[config.mk]
export PLATFORM = sky130hd
export DESIGN_NAME = rx_stream_router
export DESIGN_NICKNAME = d
export VERILOG_FILES = /design/src/rtl/rx_stream_router.sv
export SDC_FILE = /design/constraint.sdc
export NUM_CORES = 1
export LEC_CHECK = 0
export ABC_CLOCK_PERIOD_IN_PS = 5820
export BUFFER_PORTS_ARGS = -buffer_cell sky130_fd_sc_hd__buf_4
export CORE_ASPECT_RATIO = 2
export CORE_UTILIZATION = 65
export DETAILED_ROUTE_END_ITERATION = 8
export PLACE_DENSITY = 0.87
export SLEW_MARGIN = 20
export SYNTH_ARGS = -nofsm -noshare
export SYNTH_HDL_FRONTEND = slang
export SYNTH_SLANG_ARGS = --single-unit
[constraint.sdc]
create_clock -name clk -period 5.82 [get_ports clk]
set_input_delay 1.164 -clock clk [delete_from_list [all_inputs] [get_ports clk]]
set_output_delay 1.164 -clock clk [all_outputs]
set_load 0.005 [all_outputs]
[src/rtl/rx_stream_router.sv]
module rx_stream_router #(
  parameter int LINES     = 12,
  parameter int MODE_W    = 4,
  parameter int PIX_BASE  = 2,
  parameter int PIX_CODE  = 1,
  parameter int CAP_DEPTH = 32
) (
  input  logic                          clk,
  input  logic                          rst_n,
  input  logic [MODE_W-1:0]             mode,
  input  logic [LINES-1:0]              din,
  output logic [LINES-1:0]              dout,
  input  logic                          snap_rd,
  output logic [LINES-1:0]              snap_q,
  input  logic                          cap_arm,
  output logic                          cap_done,
  input  logic [$clog2(CAP_DEPTH)-1:0]  cap_raddr,
  output logic [LINES-1:0]              cap_rdata
);
  localparam int PIX_N = LINES / 2;
  localparam int AW    = $clog2(CAP_DEPTH);

  logic             pix;
  logic [PIX_N-1:0] ph1_q;
  logic [LINES-1:0] pix_d, pix_q, sync1, sync2, src;
  logic             armed;
  logic [AW-1:0]    widx;
  logic [LINES-1:0] mem [CAP_DEPTH];

  assign pix = (mode == MODE_W'(PIX_CODE));

  always_ff @(negedge clk or negedge rst_n)
    if (!rst_n) ph1_q <= '0;
    else        ph1_q <= din[PIX_BASE +: PIX_N];

  always_comb
    for (int j = 0; j < PIX_N; j++) begin
      pix_d[2*j]   = din[PIX_BASE+j];
      pix_d[2*j+1] = ph1_q[j];
    end

  always_ff @(posedge clk or negedge rst_n)
    if (!rst_n) begin
      pix_q <= '0;
      sync1 <= '0;
      sync2 <= '0;
    end else begin
      pix_q <= pix_d;
      sync1 <= din;
      sync2 <= sync1;
    end

  assign dout = pix ? pix_q : din;
  assign src  = pix ? pix_q : sync2;

  always_ff @(posedge clk or negedge rst_n)
    if (!rst_n)       snap_q <= '0;
    else if (snap_rd) snap_q <= src;

  always_ff @(posedge clk or negedge rst_n)
    if (!rst_n) begin
      armed    <= 1'b0;
      widx     <= '0;
      cap_done <= 1'b0;
    end else if (cap_arm) begin
      armed    <= 1'b1;
      widx     <= '0;
      cap_done <= 1'b0;
    end else if (armed) begin
      widx <= widx + 1'b1;
      if (widx == AW'(CAP_DEPTH-1)) begin
        armed    <= 1'b0;
        cap_done <= 1'b1;
      end
    end

  always_ff @(posedge clk)
    if (armed && !cap_arm) mem[widx] <= src;

  assign cap_rdata = mem[cap_raddr];
endmodule

After elaboration in Yosys (flattened, before gate mapping)
Memory sizes are Yosys's and may differ from the RTL's. Index checks and enable logic that the tools add are counted.

Shifts and indexed selects: 0. Multiply operators: 0. Order comparisons: 0. Bitwise operators: 0. Reductions and logical operators: 5. Divide/modulo/power cells: 0. Add/subtract/negate cells: 1. Multiplexer cells: 12. Equal/unequal tests: 2.

Operators with widths (count): 12-bit 2-to-1 mux (2); 5-bit 2-to-1 mux (2); 1-bit 2-to-1 mux (8); 5-bit by 1-bit adder with 5-bit output, second input constant (1); 5-bit == test, second input constant (1); 4-bit by 1-bit == test with 1-bit output, second input constant (1); 2-bit nonzero test (2); 2-bit AND reduction (1); 1-bit logical AND (1); 1-bit zero test (1).

Output and inout bits: 37. Input port bits: 25. ROM bits: 0. RAM bits: 384. Latch bits: 0. Register bits: 61. Logic and storage cells: 29. Memories kept: 1.

Memory list: mem (words 32, width 12, read ports 1, clocked after memory_dff 0, wr ports 1, RTL line 28) `logic [LINES-1:0] mem [CAP_DEPTH];`.

Longest topological paths before layout
Gate-level depths: netlist of run 1.

Word-level depth: 4. Mapped depth: 8. Depth with buffers taken out: 5.

==> impl_metrics.ini, run 1 <==
[clocking]
cts_setup_buffers = 0
cts_root_buf = clkbuf_16
cts_tree = yes
ctsHoldBuffers = 0
cts_resized = 0
clock_path_buffers = 3
clock-sinks = 439
path_clk_slew_ns = 0.06
cts_buffers = 35
clk_latency_ns = 0.52
cts_max_level = 2

[pwr]
p_int_uw = 4830
swShare = 0.215
p_clk_frac = 0.366
p_per_area_nw_per_um2 = 325
p_comb_frac = 0.065
power_frac_seq = 0.569
p_switching_uw = 1320
p_leak_uw = 0.00692
ir_drop_mv = 0.265

[placed_design]
place_hpwl_mm = 22.5
numPlacedInstances = 1393
port_buffers = 61
globalplace.congestion = 0.841

[yosys]
synth_top_area_share = 0.671
ys_warn_count = 0
yosys-top-cells-area = edfxtp_1 67%, mux2i_1 11%, dfrtp_1 7.1%
synth_most_common_cell = edfxtp_1
synth_top_flop_cell = edfxtp_1
async_reset_ff_frac = 0.125
ys_types = 35
ys_ff_latch = 439
synth-edff-count = 384
synth_fp_nets = 1062
netlist_area_um2 = 17200
syn_area_per_cell_um2 = 16.6
synth_top_cell_by_area = edfxtp_1
postSynthCellCount = 1032
ys_top_cells_by_count = 384 x edfxtp_1, 194 x mux2i_1, 90 x nand2_1
seq_area_frac_synth = 0.752

[routing]
first_iter_violations = 926
drcViolationCount = 0
vias_per_cell = 6.43
ant_nets = 0
drtPass1Iterations = 8
vias = 9353
wl_per_cell_um = 25.4
totalWireLength_mm = 37.0

[floorplanning]
initial_utilization = 0.664
rows = 83
fp.coreArea_um2 = 25900
die_area_um2 = 27100
fp.dieH_um = 232
die_w_um = 117
io_pins = 62

[hold_path]
whs_endpoint = sync2[8]
whs_path_depth = 0
hold_class = register to register
min_from = sync1[8]

[worst_setup_path]
r2r-start = ph1_q[3]
end_kind = primary output
cp.arrival_ns = 3.32
cp_data_required_time_ns = 4.66
timing.rr.end = pix_q[7]
crit_path_max_fanout = 14
startpoint = cap_raddr[2]
r2r_setup_slack_ns = 2.45
r2r_cells = 0
cp-start-kind = primary input
crit_type = primary input to primary output

[final_layout]
layout.nets = 1120
layoutNonFillerInstCount = 1455
fill_cells = 1477
drive_gt1_frac = 0.145
antenna_cells = 0
syn_to_final_growth_pct = 10.2

[global_routing]
antenna_found_initial = 0
grt_pass1_wl_mm = 54.6
globalRouteTotalUtil = 0.285
grt_max_degree = 74
grt_pass1_vias = 9371
overflow = 0

[timing]
slew_violations = 0
hold_viol = 0
tightestPinTransition_ns = 1.21
setup_tns_ns = 0
skew_ns = 0.0170
max_slew_margin = 0.194
setup_violations = 0
timing.fmax_mhz = 223
finalCritPeriodShare = 0.771
min_period_ns = 4.48
rsz0062_at_grt = no

[outcome]
outcome = complete, no violations

[run]
drv_cap = 0
routing by layer:
metal,vias up,routed length [µm],track usage
li1,4082,-,-
met1,4639,12000,0.311
met2,491,19800,0.510
met3,141,2610,0.0384
met4,0,2570,0.182
met5,-,0,0
how the worst max path moves through the flow:
stage                    to  slack [ns]  cells past startpoint
3_3_place_gp       ph1_q[0]        1.33                      1
2_1_floorplan      ph1_q[0]        1.60                      0
5_1_grt        cap_rdata[7]        1.26                      8
6_report       cap_rdata[7]        1.34                      8
3_5_place_dp       ph1_q[0]        1.31                      1
4_1_cts        cap_rdata[7]        1.40                      8
registers in the layout, indices dropped and copies added (netlist names):
name and flops:
armed 1, widx 5, snap_q 12, sync2 12, cap_done 1, sync1 12, pix_q 6, mem 384
ph1_q 6
worst max-delay path, cell delays in order:
cell,delay [ns]
buf_4,0.12
and2_1,0.58
buf_4,0.34
buf_4,0.25
a21oi_1,0.12
a31oi_1,0.43
nand3_1,0.13
buf_4,0.17
power by group through the flow:
stage	combinational, µW	sequential (µW)	clock [µW]
after floorplan	234	3560	0
after global placement	375	3570	0
after detailed placement	389	3570	0
after CTS	392	3500	2260
after global routing	424	3500	2380
final	400	3500	2250
cell families (layout without fill, tap and decap cells):
kind of cell | after synthesis | after routing | share of synthesized area
AOI/OAI and AO/OA | 122 | 122 | 0.0497
muxes | 194 | 194 | 0.113
and+or+nand+nor | 208 | 208 | 0.0533
DFF | 439 | 439 | 0.752
adders and majority gates | 5 | 5 | 0.00364
buffers and inverters | 61 | 144 | 0.0272
xor gates and xnor gates | 3 | 3 | 0.00153
cell usage in the layout, fill, tap and decap left out, types with 6 or more instances in the layout:
master,n
a22oi_1,48
dfrtn_1,6
nor2_2,20
nor2_1,31
clkbuf_1,6
a31oi_1,24
nand3_1,25
dfrtp_1,49
nand2_2,6
clkinv_1,6
buf_4,77
nand4_1,13
edfxtp_1,384
a22o_1,24
nand2_1,84
a21oi_1,25
nor3_1,12
clkinv_2,8
clkbuf_16,37
mux2i_1,194
cell type report:
class                   instances  area (µm²)  share of cell area
flip-flops and latches        439       12900               0.682
multi-input cells             532        3900               0.206
clock buffers                  43         948              0.0501
repair buffers                 79         613              0.0324
well taps                     340         425              0.0225
clock inverters                19         125             0.00661
inverters                       3        11.3            0.000595
per-stage QoR:
| stage | total power [µW] | cell area [µm²] | hold slack, ns | setup WS [ns] | utilization |
|---|---|---|---|---|---|
| detailed placement | 3960 | 17800 | 0.337 | 1.31 | 0.688 |
| CTS | 6150 | 18900 | 0.352 | 1.40 | 0.730 |
| finish | 6150 | 18900 | 0.353 | 1.34 | 0.732 |
| global route | 6300 | 18900 | 0.362 | 1.26 | 0.732 |
| floorplan | 3800 | 17200 | 0.331 | 1.60 | - |
| global placement | 3940 | 17800 | 0.332 | 1.33 | 0.688 |
No activity file was read; power rests on OpenSTA's default activity.
==> run 2, diff against run 1 <==
- ABC_CLOCK_PERIOD_IN_PS: 5820 -> 4500
- CORE_UTILIZATION: 65 -> 61
- PLACE_DENSITY: 0.87 -> 0.83
- clock period: 5.82 -> 4.5 ns (I/O delays scaled with it)
==> impl_metrics.ini, run 2 (synthesis results as in run 1) <==
[pwr]
p_clk_frac = 0.365
p_leak_uw = 0.00701
ir_drop_mv = 0.358
p_per_area_nw_per_um2 = 416
swShare = 0.214
power_frac_seq = 0.569
p_int_uw = 6250
p_comb_frac = 0.066
p_switching_uw = 1700

[routing]
drcViolationCount = 0
first_iter_violations = 951
totalWireLength_mm = 37.2
highest_layer = met4
wl_per_cell_um = 25.0
vias_per_cell = 6.27
vias = 9306
ant_nets = 0
dr_wl_met2_mm = 20.3
wl_met1_mm = 12.4
drtPass1Iterations = 5
dr_wl_met3_mm = 2.08

[clocking]
cts_setup_buffers = 0
cts_root_buf = clkbuf_16
ctsHoldBuffers = 0
cts_resized = 0
path_clk_slew_ns = 0.07
clk_latency_ns = 0.54
clock_path_buffers = 3
clock-sinks = 439
cts_max_level = 2
cts_buffers = 35
cts_tree = yes

[worst_setup_path]
crit_type = primary input to primary output
r2r-start = ph1_q[0]
path_depth = 8
path_cells = buf_8 -> buf_12 -> mux2i_1 -> a22o_1 -> nor3_1 -> a31oi_1 -> nand3_1 -> buf_4
crit_path_max_fanout = 57
cpPeakStageDelay_ns = 0.48
crit_slowest_cell = nor3_1
cp-start-kind = primary input
cp_num_buf_inv = 3
cp_data_required_time_ns = 3.60
timing.rr.end = pix_q[1]
end_kind = primary output
cpLargestDelayFamily = buffers and inverters
cp.arrival_ns = 2.92
r2r_setup_slack_ns = 1.78
r2r_cells = 0

[floorplanning]
rows = 86
die_area_um2 = 28900
die_w_um = 121
fp.dieH_um = 239
fp.coreArea_um2 = 27700
initial_utilization = 0.621
io_pins = 62

[run]
drv_cap = 0

[timing]
slew_violations = 0
setup_violations = 0
tightestPinTransition_ns = 1.10
finalCritPeriodShare = 0.849
hold_viol = 0
setup_tns_ns = 0
skew_ns = 0.0228
finalWorstSetupSlack_ns = 0.681
timing.fmax_mhz = 262
rsz0062_at_grt = no
min_period_ns = 3.82
max_slew_margin = 0.261
holdWs_ns = 0.309

[final_layout]
antenna_cells = 0
largest-register = mem
drive_gt1_frac = 0.153
layout.nets = 1138
largest_reg_flops = 384
fill_cells = 1703
mostFrequentLayoutCell = edfxtp_1
fin_util = 0.691
final_cell_mix = 384 x edfxtp_1, 194 x mux2i_1, 91 x buf_4
syn_to_final_growth_pct = 11.2

[global_routing]
grt_pass1_wl_mm = 55.2
antenna_found_initial = 0
overflow = 0
grt_pass1_vias = 9509
globalRouteTotalUtil = 0.267
grt_max_degree = 58

[placed_design]
port_buffers = 61
dp_slack_ns = 0.742
globalplace.congestion = 0.836
place_hpwl_mm = 23.0

[hold_path]
hold_class = primary input to asynchronous set/reset pin

[outcome]
outcome = complete, no violations
## run 2: cell count changes in the layout (fill, tap and decap cells not counted), moves of 2 or more
cell,delta
clkinv_1,-2
buf_4,+14
nand2_1,+6
clkinv_2,-4
buf_12,+4
nand2_2,-6
clkinvlp_2,+2
clkbuf_1,+4
## run 2: worst max-delay path by stage
| stage | from | to | slack, ns |
|---|---|---|---|
| 2_1_floorplan | din[2] | ph1_q[0] | 1.21 |
| 3_3_place_gp | cap_raddr[1] | cap_rdata[3] | 0.77 |
| 3_5_place_dp | cap_raddr[1] | cap_rdata[3] | 0.74 |
| 4_1_cts | cap_raddr[1] | cap_rdata[3] | 0.73 |
| 5_1_grt | cap_raddr[1] | cap_rdata[3] | 0.64 |
| 6_report | cap_raddr[1] | cap_rdata[3] | 0.68 |
## run 2: power by group through the flow
stage          Clock [µW]  Sequential (µW)  Combinational [µW]
6_report             2900             4530                 523
5_1_grt              3090             4530                 554
4_1_cts              2930             4530                 519
3_5_place_dp            0             4610                 515
3_3_place_gp            0             4610                 500
2_1_floorplan           0             4610                 302
## run 2: layout make-up
| class | count | area (µm²) | area share |
|---|---|---|---|
| inverter | 3 | 11.3 | 0.000589 |
| multi-input combinational | 532 | 3880 | 0.203 |
| clock inverter | 15 | 115 | 0.00603 |
| clock buffer | 47 | 952 | 0.0498 |
| tap | 352 | 440 | 0.0231 |
| timing repair buffer | 97 | 798 | 0.0418 |
| sequential | 439 | 12900 | 0.676 |
## run 2: stage by stage
| step | area, µm² | total power (µW) | std cells |
|---|---|---|---|
| after floorplan | 17200 | 4910 | 1032 |
| after global placement | 18000 | 5110 | 1423 |
| after detailed placement | 18000 | 5130 | 1423 |
| after CTS | 19100 | 7970 | 1485 |
| after global routing | 19100 | 8170 | 1485 |
| final | 19100 | 7950 | 1485 |
## run 2: layer usage
| metal | vias up | track usage |
|---|---|---|
| li1 | 4117 | - |
| met1 | 4646 | 0.288 |
| met2 | 432 | 0.488 |
| met3 | 111 | 0.0290 |
| met4 | 0 | 0.173 |
| met5 | - | 0 |
